==> src/rtl/ccd_pkg.sv <==
package ccd_pkg;
  localparam int CCD_SEL_W = 4;

  typedef struct packed {
    logic                 en;
    logic                 byp;
    logic [CCD_SEL_W-1:0] sel;
  } ccd_cfg_t;
endpackage

==> src/rtl/ccd_decode.sv <==
module ccd_decode
  import ccd_pkg::*;
#(
  parameter int CTRL_W      = 32,
  parameter int CODE_LSB    = 16,
  parameter int CODE_W      = 4,
  parameter int EN_BIT      = 24,
  parameter int MAX_CODE    = 8,
  parameter int BYPASS_CODE = 15
) (
  input  logic [CTRL_W-1:0] ctrl_word,
  input  logic              bypass_strap,
  output ccd_cfg_t          want
);
  localparam logic [CODE_W-1:0] MAX_C = CODE_W'(MAX_CODE);
  localparam logic [CODE_W-1:0] BYP_C = CODE_W'(BYPASS_CODE);

  logic [CODE_W-1:0] code;
  assign code = ctrl_word[CODE_LSB +: CODE_W];

  always_comb begin
    want = '0;
    if (ctrl_word[EN_BIT]) begin
      want.en = 1'b1;
      if (code == BYP_C && bypass_strap) begin
        want.byp = 1'b1;
      end else if (code <= MAX_C) begin
        want.sel = CCD_SEL_W'(code);
      end else begin
        want.sel = CCD_SEL_W'(MAX_CODE);
      end
    end
  end
endmodule

==> src/rtl/ccd_counter.sv <==
module ccd_counter #(
  parameter int CNT_W = 9
) (
  input  logic             clk,
  input  logic             rst,
  input  logic             clear,
  output logic [CNT_W-1:0] cnt,
  output logic [CNT_W-1:0] cnt_next
);
  localparam logic [CNT_W-1:0] ONE = CNT_W'(1);

  assign cnt_next = clear ? '0 : cnt + ONE;

  always_ff @(posedge clk) begin
    if (rst) cnt <= '0;
    else     cnt <= cnt_next;
  end
endmodule

==> src/rtl/ccd_phase.sv <==
module ccd_phase
  import ccd_pkg::*;
#(
  parameter int CNT_W = 9
) (
  input  logic             clk,
  input  logic             rst,
  input  ccd_cfg_t         want,
  input  logic [CNT_W-1:0] cnt,
  input  logic [CNT_W-1:0] cnt_next,
  output logic             clear,
  output ccd_cfg_t         act,
  output logic             div_q,
  output logic             rise_stb
);
  localparam logic [CNT_W-1:0] ONE = CNT_W'(1);

  function automatic logic [CNT_W-1:0] low_mask(input logic [CCD_SEL_W-1:0] s);
    low_mask = (ONE << (s + 1'b1)) - ONE;
  endfunction

  ccd_cfg_t         act_n;
  logic             period_end;
  logic [CNT_W-1:0] cur_mask, nxt_mask, shifted;

  assign cur_mask   = low_mask(act.sel);
  assign period_end = act.byp | ~act.en | ((cnt & cur_mask) == cur_mask);
  assign clear      = (want != act) && period_end;
  assign act_n      = clear ? want : act;
  assign nxt_mask   = low_mask(act_n.sel);
  assign shifted    = cnt_next >> act_n.sel;

  always_ff @(posedge clk) begin
    if (rst) begin
      act      <= '0;
      div_q    <= 1'b0;
      rise_stb <= 1'b0;
    end else begin
      act      <= act_n;
      div_q    <= act_n.en & ~act_n.byp & ~shifted[0];
      rise_stb <= act_n.en & (act_n.byp | ((cnt_next & nxt_mask) == '0));
    end
  end

  AST_ADOPT_WHEN_LOW: assert property (@(posedge clk) disable iff (rst)
    ((act != $past(act)) && $past(act.en) && !$past(act.byp)) |-> !$past(div_q));
  AST_STB_AT_RISE: assert property (@(posedge clk) disable iff (rst)
    (rise_stb && !act.byp) |-> (div_q && !$past(div_q)));
  AST_RISE_HAS_STB: assert property (@(posedge clk) disable iff (rst)
    $rose(div_q) |-> rise_stb);
  AST_BYPASS_STB: assert property (@(posedge clk) disable iff (rst)
    (act.en && act.byp) |-> rise_stb);
  AST_OFF_QUIET: assert property (@(posedge clk) disable iff (rst)
    $fell(act.en) |-> (!div_q && !rise_stb));
endmodule

==> src/rtl/ccd_gate.sv <==
module ccd_gate (
  input  logic clk,
  input  logic rst,
  input  logic pass_on,
  input  logic div_q,
  output logic card_clk
);
  logic gate_q;

  always_ff @(negedge clk) begin
    if (rst) gate_q <= 1'b0;
    else     gate_q <= pass_on;
  end

  assign card_clk = div_q | (clk & gate_q);
endmodule

==> src/rtl/card_clk_div.sv <==
module card_clk_div
  import ccd_pkg::*;
#(
  parameter int CTRL_W      = 32,
  parameter int CODE_LSB    = 16,
  parameter int CODE_W      = 4,
  parameter int EN_BIT      = 24,
  parameter int MAX_CODE    = 8,
  parameter int BYPASS_CODE = 15
) (
  input  logic              clk,
  input  logic              rst,
  input  logic [CTRL_W-1:0] ctrl_word,
  input  logic              bypass_strap,
  output logic              card_clk,
  output logic              rise_stb
);
  localparam int CNT_W = MAX_CODE + 1;

  ccd_cfg_t         want, act;
  logic             clear, div_q;
  logic [CNT_W-1:0] cnt, cnt_next;

  ccd_decode #(
    .CTRL_W(CTRL_W), .CODE_LSB(CODE_LSB), .CODE_W(CODE_W),
    .EN_BIT(EN_BIT), .MAX_CODE(MAX_CODE), .BYPASS_CODE(BYPASS_CODE)
  ) u_decode (
    .ctrl_word(ctrl_word), .bypass_strap(bypass_strap), .want(want)
  );

  ccd_counter #(.CNT_W(CNT_W)) u_counter (
    .clk(clk), .rst(rst), .clear(clear), .cnt(cnt), .cnt_next(cnt_next)
  );

  ccd_phase #(.CNT_W(CNT_W)) u_phase (
    .clk(clk), .rst(rst), .want(want), .cnt(cnt), .cnt_next(cnt_next),
    .clear(clear), .act(act), .div_q(div_q), .rise_stb(rise_stb)
  );

  ccd_gate u_gate (
    .clk(clk), .rst(rst), .pass_on(act.en & act.byp), .div_q(div_q),
    .card_clk(card_clk)
  );
endmodule

==> config.mk <==
export PLATFORM = sky130hd
export DESIGN_NAME = card_clk_div
export DESIGN_NICKNAME = d
export VERILOG_FILES = /design/src/rtl/ccd_pkg.sv /design/src/rtl/ccd_decode.sv /design/src/rtl/ccd_counter.sv /design/src/rtl/ccd_phase.sv /design/src/rtl/ccd_gate.sv /design/src/rtl/card_clk_div.sv
export SDC_FILE = /design/constraint.sdc
export NUM_CORES = 1
export LEC_CHECK = 0
export ABC_CLOCK_PERIOD_IN_PS = 8450
export CORE_MARGIN = 2
export CORE_UTILIZATION = 30
export CTS_CLUSTER_DIAMETER = 50
export DETAILED_ROUTE_END_ITERATION = 8
export PLACE_DENSITY = 0.54
export SLEW_MARGIN = 10
export SYNTH_ARGS = -nofsm -noshare
export SYNTH_HDL_FRONTEND = slang
export SYNTH_SLANG_ARGS = --single-unit
export TNS_END_PERCENT = 30
==> constraint.sdc <==
create_clock -name clk -period 8.45 [get_ports clk]
set_input_delay 1.2675 -clock clk [delete_from_list [all_inputs] [get_ports clk]]
set_output_delay 1.2675 -clock clk [all_outputs]
set_load 0.05 [all_outputs]
==> Word level (Yosys, flattened, before mapping) <==
Cells that the tools add are included.
{ "totals": {"latch_bits": 0, "mem_bits_ro": 0, "out_inout_bits": 2, "memories": 0, "ramBits": 0, "ff_bits": 18} }
{ "op_classes": {"muxes": 6, "div_mod_pow": 0, "reduce_logical": 3, "n_mul": 0, "n_bitwise": 14, "addsub": 5, "n_eq_ne": 3, "shift": 3, "magnitude_cmp": 1} }
{ "op_table": {"columns": ["op", "n"], "rows": [
  ["bitwise AND 9 bit", 2],
  ["left shift 1 x 4 -> 9 bit (first input constant)", 2],
  ["subtractor 9 x 1 -> 9 bit (second input constant)", 2],
  ["2-to-1 mux 6 bit", 2],
  ["adder 9 x 1 -> 9 bit (second input constant)", 1],
  ["== test 9 bit", 1],
  ["zero test 9 bit", 1],
  ["2-to-1 mux 9 bit", 1],
  [">> shifter 9 x 4 -> 1 bit", 1],
  ["adder 4 x 1 -> 4 bit (second input constant)", 2],
  ["2-to-1 mux 4 bit", 2],
  ["!= test 6 bit", 1],
  ["bitwise AND 1 bit", 5],
  ["== test 4 bit (second input constant)", 1],
  ["less-or-equal comparator 4 bit (second input constant)", 1],
  ["bitwise OR 1 bit", 4],
  ["inverter 1 bit", 3],
  ["logical AND 1 bit", 2],
  ["2-to-1 mux 1 bit", 1]
]} }

==> Depth between registers and ports, before layout <==
Gate-level depths: netlist (run 1).
{ "depth": {"depth_word": 15, "mapped_depth": 19} }

==> Hierarchy <==
A second synthesis (run 1) with hierarchy kept.
{ "unflattened": {"hier_cells": 217, "hier_area_um2": 1725.4} }
{ "modules_own_cells": {"columns": ["module", "seq_area_each_um2", "cells_each", "area_per_inst_um2", "instances"], "rows": [
  ["ccd_phase", 160.2, 154, 1221.2, 1],
  ["ccd_counter", 180.2, 49, 400.4, 1],
  ["ccd_decode", 0.0, 9, 60.1, 1],
  ["ccd_gate", 20.0, 4, 37.5, 1],
  ["card_clk_div", 0.0, 1, 6.3, 1]
]} }

==> metrics, run 1 <==
status finished clean; CTS tree built; Int Power around 0.19 mW; I/O pin total 37; WP data required 7.18 ns; DR WL/cell 15.18 um; initial antenna violation count 0; EDFF count, synth 0; CP endpoint kind output port; CP startpoint u_gate.gate_q; Final TNS setup 0 ns; total core area 4444 sq um; Worst-path clk slew 0.07 ns; Yosys reg bits 18; Mapped Nets around 210; fin. max-slew vios 0; worst min path class flop to flop; Iter 0 DRT Violations 76; Post-route DRC 0; vias in the first global route 1272; dominant synthesized flop cell dfxtp_1; Routed Antenna Nets 0; P per Cell Area 167.5 nW/um^2; synthesized area per cell 7.998 sq um; CTS Hold Bufs 0; Clock power frac 43.4%; R2R Path Start u_phase.act[4]; Worst-Margin Slew 0.7076 ns; crit path kind flop to output port; Syn Inst Count between 150 and 200; Resized cells post-CTS 0; Slew HR 52.76%; antenna fix cells 0; floorplan die width 72.50 um; DR vias/cell 5.759; Startpoint Class flop; Area Overhead vs Synth 12.71%; CP endpoint card_clk; CP max stage delay 0.79 ns; Die ar. ~5300 sq um; initial core utilization 31.67%; endpoints failing setup 0; vias 1336; Die Y slightly above 70 um; Setup Skew 0.07635 ns; crit path max fanout 1; most frequent cells in the layout 18 x dfxtp_1, 12 x nand2_1, 12 x a21oi_1, 11 x o21ai_0, 11 x nor3_1; Combinational Power Share 21.0%; switching fraction of total power 30.07%; Final nets approximately 220; worst hold path cell count 2; Psw 0.07993 mW; unrepaired setup endpoints after global routing no; layout cells sized above 1 approximately 10%; number of library cell types mapped by synthesis 55; Max VDD drop 0.0001269 V; slowest CP cell clkdlybuf4s50_1; commonest non-fill, non-tap cell in the layout dfxtp_1; I/O Buffers 9; # Max-Cap Violations 0; iteration count of the initial detailed-routing pass 4; Warnings, synthesis 0; Routed WL 3521 um; total gr overflow 0; FF-to-FF End u_gate.gate_q; crit-path cells a21o_1, clkdlybuf4s50_1; Setup Buffers After CTS 0; GR Util All Layers 15.28%; FP Rows 24; Clk Latency, worst-skew pair 0.45 ns; Async S/R FF share, synth 0%; CP Data Arrival Time 5.86 ns; R2R cell count 2; static leakage 0.5482 nW; sequential area share after synthesis 25.60%; Worst Hold Slack 0.5572 ns; r2r setup slk 3.63 ns; global placer's final weighted congestion 0.8267; sequential share of power between 30% and 40%; detailed placer's ending HPWL roughly 2500 um; maximum number of pins on one net before global-route repair 21; Post-Syn Area 1408 sq um; first-pass GRT wire length 6182 um; Final Hold Fails 0
[worst min path at each step]
| stage | startpoint | end | slack, ns |
|---|---|---|---|
| after floorplan | u_phase.act[4] | u_phase.rise_stb | 0.48 |
| final | u_phase.act[4] | u_phase.rise_stb | 0.56 |
| after detailed placement | u_phase.act[4] | u_phase.rise_stb | 0.54 |
| after CTS | u_phase.act[4] | u_phase.rise_stb | 0.56 |
| after global routing | u_phase.act[4] | u_phase.rise_stb | 0.61 |
| after global placement | u_phase.act[4] | u_phase.rise_stb | 0.54 |
[Yosys cell counts, drive strengths merged (2+ instances only)]
master | number | area [sq um]
xor2 | 5 | 43.79
mux2 | 3 | 33.78
a211oi | 2 | 20.02
dfxtp | 18 | 360.4
nand3 | 7 | 35.03
a21oi | 12 | 60.06
a21o | 2 | 15.01
o21a | 3 | 22.52
nand2b | 4 | 25.02
xnor2 | 3 | 26.28
nor2 | 9 | 41.29
a22oi | 2 | 15.01
nor3 | 11 | 55.05
nand2 | 12 | 45.04
o21bai | 2 | 15.01
o21ai | 11 | 55.05
o221ai | 3 | 26.28
and3 | 3 | 18.77
inv | 9 | 33.78
clkbuf | 6 | 23.77
nand4b | 2 | 17.52
buf | 6 | 48.79
nor2b | 5 | 31.28
ha | 3 | 37.54
nor3b | 3 | 22.52
and4 | 3 | 26.28
nand4 | 4 | 25.02
[flip-flops by register name (all words and copies together) (netlist names)]
signal and flops:
u_phase.rise_stb 1, u_phase.act 6, u_counter.cnt 9, u_phase.div_q 1, u_gate.gate_q 1
[area by class of cell]
type | count | area [sq um]
Clock buffer | 8 | 106.4
Clock inverter | 1 | 3.754
Fill cell | 502 | 2858
Inverter | 8 | 30.03
Multi-Input combinational cell | 137 | 940.9
Sequential cell | 18 | 360.3
Tap cell | 52 | 65.06
Timing Repair Buffer | 8 | 80.08
[logic make-up after synthesis]
family,after synthesis,share of synthesized area [%]
flops,18,25.60
buf+inv,21,7.555
compound gates,52,26.49
xor+xnor,8,4.978
simple gates,68,27.20
fa+ha+maj,4,3.467
mux,5,4.711
[worst max-delay path: cells and delay by family (launching register included)]
family | cells | cell delay, ns
compound gates | 1 | 0.10
flops | 1 | 0.30
buf+inv | 1 | 0.79
[stage by stage]
step           cell area [sq um]  setup slack (ns)  power, mW  util (%)  std cells
2_1_floorplan               1408             2.301     0.1418         -        176
3_3_place_gp                1490             1.790     0.1580     33.53        225
3_5_place_dp                1490             1.790     0.1568     33.53        225
4_1_cts                     1587             1.304     0.2680     35.70        232
5_1_grt                     1587             1.287     0.2799     35.70        232
6_report                    1587             1.319     0.2658     35.70        232
[power groups by stage]
| stage | Clock [mW] | Combinational [mW] | Sequential, mW |
|---|---|---|---|
| after global placement | 0.00505 | 0.0563 | 0.0967 |
| after detailed placement | 0.00505 | 0.0553 | 0.0964 |
| final | 0.115 | 0.0558 | 0.0947 |
| after CTS | 0.118 | 0.0557 | 0.0945 |
| after global routing | 0.122 | 0.0622 | 0.0955 |
| after floorplan | 0.00404 | 0.0440 | 0.0938 |
[layer usage]
metal	vias to the layer above	global-route usage [%]	wire length (um)	share of wire, %
met5	-	0	0	0
met4	0	7.613	76	2.2
met3	6	3.056	189	5.4
met2	37	20.69	1482	42
met1	620	22.67	1773	50
li1	673	-	-	-
(Power assumes the default switching activity.)
==> inputs of run 2 (changes only) <==
Settings changed: ABC_CLOCK_PERIOD_IN_PS 8450 to 6270, PLACE_DENSITY 0.54 to 0.56.
Clock period 8.45 ns to 6.27 ns, I/O delays scaled along.
==> run 2 against run 1 <==
Critical path depth stayed put. Sequential power up 35%. Global-route usage down 1.1 points. Sequential cell count unchanged. Design area is 0.47% higher. Routed wire length is 2.9% higher. Largest power group unchanged. Total power rose by 35%.
==> metrics, run 2 (same netlist as run 1, synthesis figures left out) <==
antenna fix cells 0 (unchanged); Area Overhead vs Synth 13.24% (was 12.71%); Setup Buffers After CTS 0 (unchanged); R2R cell count 16 (was 2); FF-to-FF End u_phase.rise_stb (was u_gate.gate_q); total gr overflow 0 (unchanged); Routed Antenna Nets 0 (unchanged); endpoints failing setup 0 (unchanged); I/O Buffers 9 (unchanged); Post-Layout Cell Count 233 (was 232); unrepaired setup endpoints after global routing no (unchanged); initial core utilization 31.67% (unchanged); Post-route DRC 0 (unchanged); Worst-path clk slew 0.08 ns (was 0.07 ns); CTS tree built (unchanged); GR Util All Layers 14.21% (was 15.28%); DR WL/cell 15.55 um (was 15.18 um); Final nets 220 (was 219); Routed WL 3623 um (was 3521 um); Resized cells post-CTS 0 (unchanged); Final Hold Fails 0 (unchanged); worst min path class flop to flop (unchanged); total core area 4444 sq um (unchanged); DR vias/cell 5.841 (was 5.759); layout cells sized above 1 10.50% (was 10.00%); crit path max fanout 1 (unchanged); initial antenna violation count 0 (unchanged); P per Cell Area 224.4 nW/um^2 (was 167.5 nW/um^2); maximum number of pins on one net before global-route repair 21 (unchanged); commonest non-fill, non-tap cell in the layout dfxtp_1 (unchanged); Biggest register u_counter.cnt (unchanged); detailed placer's ending HPWL 2510 um (was 2463 um); final worst slack 0.5688 ns (was 1.319 ns); FP Rows 24 (unchanged); Die ar. 5256 sq um (unchanged); first-pass GRT wire length 5740 um (was 6182 um); placement-stage cell area 1498 sq um (was 1490 sq um); Iter 0 DRT Violations 94 (was 76); Max VDD drop 0.0001207 V (was 0.0001269 V); status finished clean (unchanged); I/O pin total 37 (unchanged); Clk Latency, worst-skew pair 0.44 ns (was 0.45 ns); vias in the first global route 1218 (was 1272); iteration count of the initial detailed-routing pass 4 (unchanged); Die Y 72.50 um (unchanged); WP data required 5.33 ns (was 7.18 ns); R2R Path Start u_phase.act[2] (was u_phase.act[4]); CP endpoint kind output port (unchanged); CP Data Arrival Time 4.76 ns (was 5.86 ns); CTS Hold Bufs 0 (unchanged); biggest regs u_counter.cnt: 9 flops, u_phase.act: 6 flops (unchanged); # Max-Cap Violations 0 (unchanged); fin. max-slew vios 0 (unchanged); Final TNS setup 0 ns (unchanged); static leakage 0.5530 nW (was 0.5482 nW); floorplan die width 72.50 um (unchanged); Startpoint Class flop (unchanged); CP endpoint card_clk (unchanged); CP startpoint u_gate.gate_q (unchanged); global placer's final weighted congestion 0.7811 (was 0.8267); Worst-Margin Slew 0.7285 ns (was 0.7076 ns); max FFs per register 9 (unchanged); r2r setup slk 1.68 ns (was 3.63 ns); most frequent cells in the layout 18 x dfxtp_1, 12 x nand2_1, 12 x a21oi_1, 11 x o21ai_0, 11 x nor3_1 (unchanged); design area 1594 sq um (was 1587 sq um); Setup Skew 0.07803 ns (was 0.07635 ns); crit path kind flop to output port (unchanged); Slew HR 51.37% (was 52.76%); placed insts 226 (was 225); vias 1361 (was 1336); dpl ws 1.027 ns (was 1.790 ns)
-- run 2: stage by stage --
step | util, % | hold WS [ns] | total power [mW]
global route | 35.87 | 0.5910 | 0.3745
floorplan | - | 0.4849 | 0.1911
CTS | 35.87 | 0.5544 | 0.3587
detailed placement | 33.70 | 0.5335 | 0.2119
finish | 35.87 | 0.5602 | 0.3577
global placement | 33.70 | 0.5492 | 0.2126
-- run 2: worst min-delay path by stage --
stage                              start                to  slack (ns)  depth (start not counted)
after floorplan           u_phase.act[4]  u_phase.rise_stb        0.48                          2
after global placement    u_phase.act[4]  u_phase.rise_stb        0.55                          2
after detailed placement  u_phase.act[4]  u_phase.rise_stb        0.53                          2
after CTS                 u_phase.act[4]  u_phase.rise_stb        0.55                          2
after global routing      u_phase.act[4]  u_phase.rise_stb        0.59                          2
final                     u_phase.act[4]  u_phase.rise_stb        0.56                          2
-- run 2: report_power, final --
group	total (mW)	switching [mW]	internal [mW]
logic	0.0764	0.0431	0.0333
registers	0.128	0.00917	0.119
clock network	0.153	0.0547	0.0988
total	0.358	0.107	0.251
-- run 2: layout make-up --
cell class / instances / area [sq um]
Clock inverter: 1 / 3.754
Inverter: 8 / 30.03
Clock buffer: 8 / 106.4
Tap cell: 52 / 65.06
Multi-Input combinational cell: 137 / 940.9
Fill cell: 468 / 2850
Timing Repair Buffer: 9 / 87.58
Sequential cell: 18 / 360.3
-- run 2: critical path, stage by stage, from the launching register on --
cell	delay, ns
dfxtp_1	0.30
a21o_1	0.10
clkdlybuf4s50_1	0.79
-- run 2: per-layer routing --
| metal | GRT usage (%) | wire length, um | up-vias |
|---|---|---|---|
| met5 | 0 | 0 | - |
| met4 | 8.436 | 74 | 0 |
| met3 | 2.361 | 223 | 9 |
| met2 | 19.37 | 1539 | 53 |
| met1 | 20.71 | 1786 | 629 |
| li1 | - | - | 670 |
==> inputs of run 3 (changes only) <==
Settings changed: DONT_BUFFER_PORTS set to 1, GPL_TIMING_DRIVEN set to 0, PLACE_DENSITY 0.56 to 0.45.
==> run 3 against run 2 <==
Critical path depth fell by 1. Total power fell by 0.55%. Routed wire length is 8.6% higher. Sequential share of layout area rose by 0.36 points. Design area decreased by 1.6%. Worst setup slack improved by 0.50 ns. First-iteration DRC count up 35%. Worst hold slack lost 0.0045 ns. Core utilization shrank 0.56 points. Clock skew down 0.0029 ns. Global-route usage increased by 1.8 points. Highest routed layer unchanged.
==> metrics, run 3 (same netlist as run 1, synthesis figures left out) <==
r2r setup slk 1.69 ns (was 1.68 ns); CP Data Arrival Time 4.26 ns (was 4.76 ns); worst min path class flop to flop (unchanged); Biggest register u_counter.cnt (unchanged); FF-to-FF End u_phase.rise_stb (unchanged); crit path kind flop to output port (unchanged); Die ar. 5256 sq um (unchanged); Setup Buffers After CTS 0 (unchanged); met3 Usage GRT 3.611% (was 2.361%); Startpoint Class flop (unchanged); Min-Delay Startpoint u_phase.act[4] (unchanged); Resized cells post-CTS 0 (unchanged); I/O Buffers 0 (was 9); CP max stage delay 0.38 ns (was 0.79 ns); Final TNS setup 0 ns (unchanged); family with the most delay on the worst path compound AO/OA/AOI/OAI gates (was buffers and inverters); antenna fix cells 0 (unchanged); detailed placer's ending HPWL 2868 um (was 2510 um); total core area 4444 sq um (unchanged); Area Overhead vs Synth 11.47% (was 13.24%); layout cells sized above 1 13.66% (was 10.50%); R2R Path Start u_phase.act[3] (was u_phase.act[2]); Routed WL 3933 um (was 3623 um); Iter 0 DRT Violations 127 (was 94); Final Hold Fails 0 (unchanged); initial antenna violation count 0 (unchanged); CP bufs+invs 0 (was 1); initial core utilization 31.67% (unchanged); GR Util All Layers 16.06% (was 14.21%); floorplan die width 72.50 um (unchanged); GR Util met1 20.73% (was 20.71%); FP Rows 24 (unchanged); CP endpoint kind output port (unchanged); Max VDD drop 0.0001184 V (was 0.0001207 V); static leakage 0.5589 nW (was 0.5530 nW); crit-path cells a21o_1 (was a21o_1, clkdlybuf4s50_1); worst hold path cell count 2 (unchanged); biggest regs u_counter.cnt: 9 flops, u_phase.act: 6 flops (unchanged); vias in the first global route 1348 (was 1218); Slew HR 64.60% (was 51.37%); # Max-Cap Violations 0 (unchanged); Worst-path clk slew 0.07 ns (was 0.08 ns); Clk Latency, worst-skew pair 0.44 ns (about the same); P per Cell Area 226.7 nW/um^2 (was 224.4 nW/um^2); vias 1392 (was 1361); CTS Hold Bufs 0 (unchanged); WP data required 5.33 ns (about the same); R2R cell count 18 (was 16); max FFs per register 9 (unchanged); post-layout util 35.30% (was 35.87%); commonest non-fill, non-tap cell in the layout dfxtp_1 (unchanged); Worst-Margin Slew 0.5311 ns (was 0.7285 ns); maximum number of pins on one net before global-route repair 11 (was 21); GRT busiest layer met2 (was met1); endpoints failing setup 0 (unchanged); first-pass GRT wire length 6417 um (was 5740 um); Setup Skew 0.07512 ns (was 0.07803 ns); iteration count of the initial detailed-routing pass 4 (unchanged); dpl ws 1.529 ns (was 1.027 ns); Post-route DRC 0 (unchanged); status finished clean (unchanged); Hold Path Sink u_phase.rise_stb (unchanged); unrepaired setup endpoints after global routing no (unchanged); fin. max-slew vios 0 (unchanged); Overall Power 0.3557 mW (was 0.3577 mW); final worst slack 1.073 ns (was 0.5688 ns); DR vias/cell 5.923 (was 5.841); global placer's final weighted congestion 0.9150 (was 0.7811); slowest CP cell a21o_1 (was clkdlybuf4s50_1); GR Util met2 23.55% (was 19.37%); Final nets 222 (was 220); Routed Antenna Nets 0 (unchanged); most frequent cells in the layout 18 x dfxtp_1, 12 x nand2_1, 12 x a21oi_1, 11 x o21ai_0, 11 x nor3_1 (unchanged); total gr overflow 0 (unchanged); I/O pin total 37 (unchanged); CTS tree built (unchanged); DR WL/cell 16.74 um (was 15.55 um); crit path max fanout 1 (unchanged); Die Y 72.50 um (unchanged)
==> run 3: changes by cell type in the layout (fill, tap and decap cells not counted), sizes merged <==
cell           before  now
buf                 1    6
clkbuf              7   13
clkdlybuf4s50       9    0
==> run 3: layout make-up <==
type                            instances  area (sq um)
Clock buffer                            7         96.34
Tap cell                               52         65.06
Multi-Input combinational cell        137         940.9
Fill cell                             468          2875
Inverter                                8         30.03
Buffer                                 12         72.57
Clock inverter                          1         3.754
Sequential cell                        18         360.3
==> run 3: metrics by stage <==
stage	hold WS [ns]	std cells	cell area (sq um)
floorplan	0.4849	176	1408
global placement	0.5278	228	1473
detailed placement	0.5440	228	1473
CTS	0.5551	235	1569
global route	0.5705	235	1569
finish	0.5557	235	1569
==> run 3: where the power goes <==
| group | switching, mW | internal (mW) | total [mW] |
|---|---|---|---|
| logic | 0.0460 | 0.0310 | 0.0770 |
| registers | 0.00626 | 0.119 | 0.125 |
| clock network | 0.0561 | 0.0977 | 0.154 |
==> run 3: how the worst max path moves through the flow <==
stage                       start       end  slack [ns]  depth (start not counted)
floorplan           u_gate.gate_q  card_clk        1.54                          1
global placement    u_gate.gate_q  card_clk        1.53                          1
detailed placement  u_gate.gate_q  card_clk        1.53                          1
CTS                 u_gate.gate_q  card_clk        1.06                          1
global route        u_gate.gate_q  card_clk        1.02                          1
finish              u_gate.gate_q  card_clk        1.07                          1
==> run 3: routing by layer <==
metal	part of all wire, %	up-vias	routed length [um]
li1	-	677	-
met1	46	653	1814
met2	45	50	1786
met3	5.1	12	199
met4	3.4	0	132
met5	0	-	0
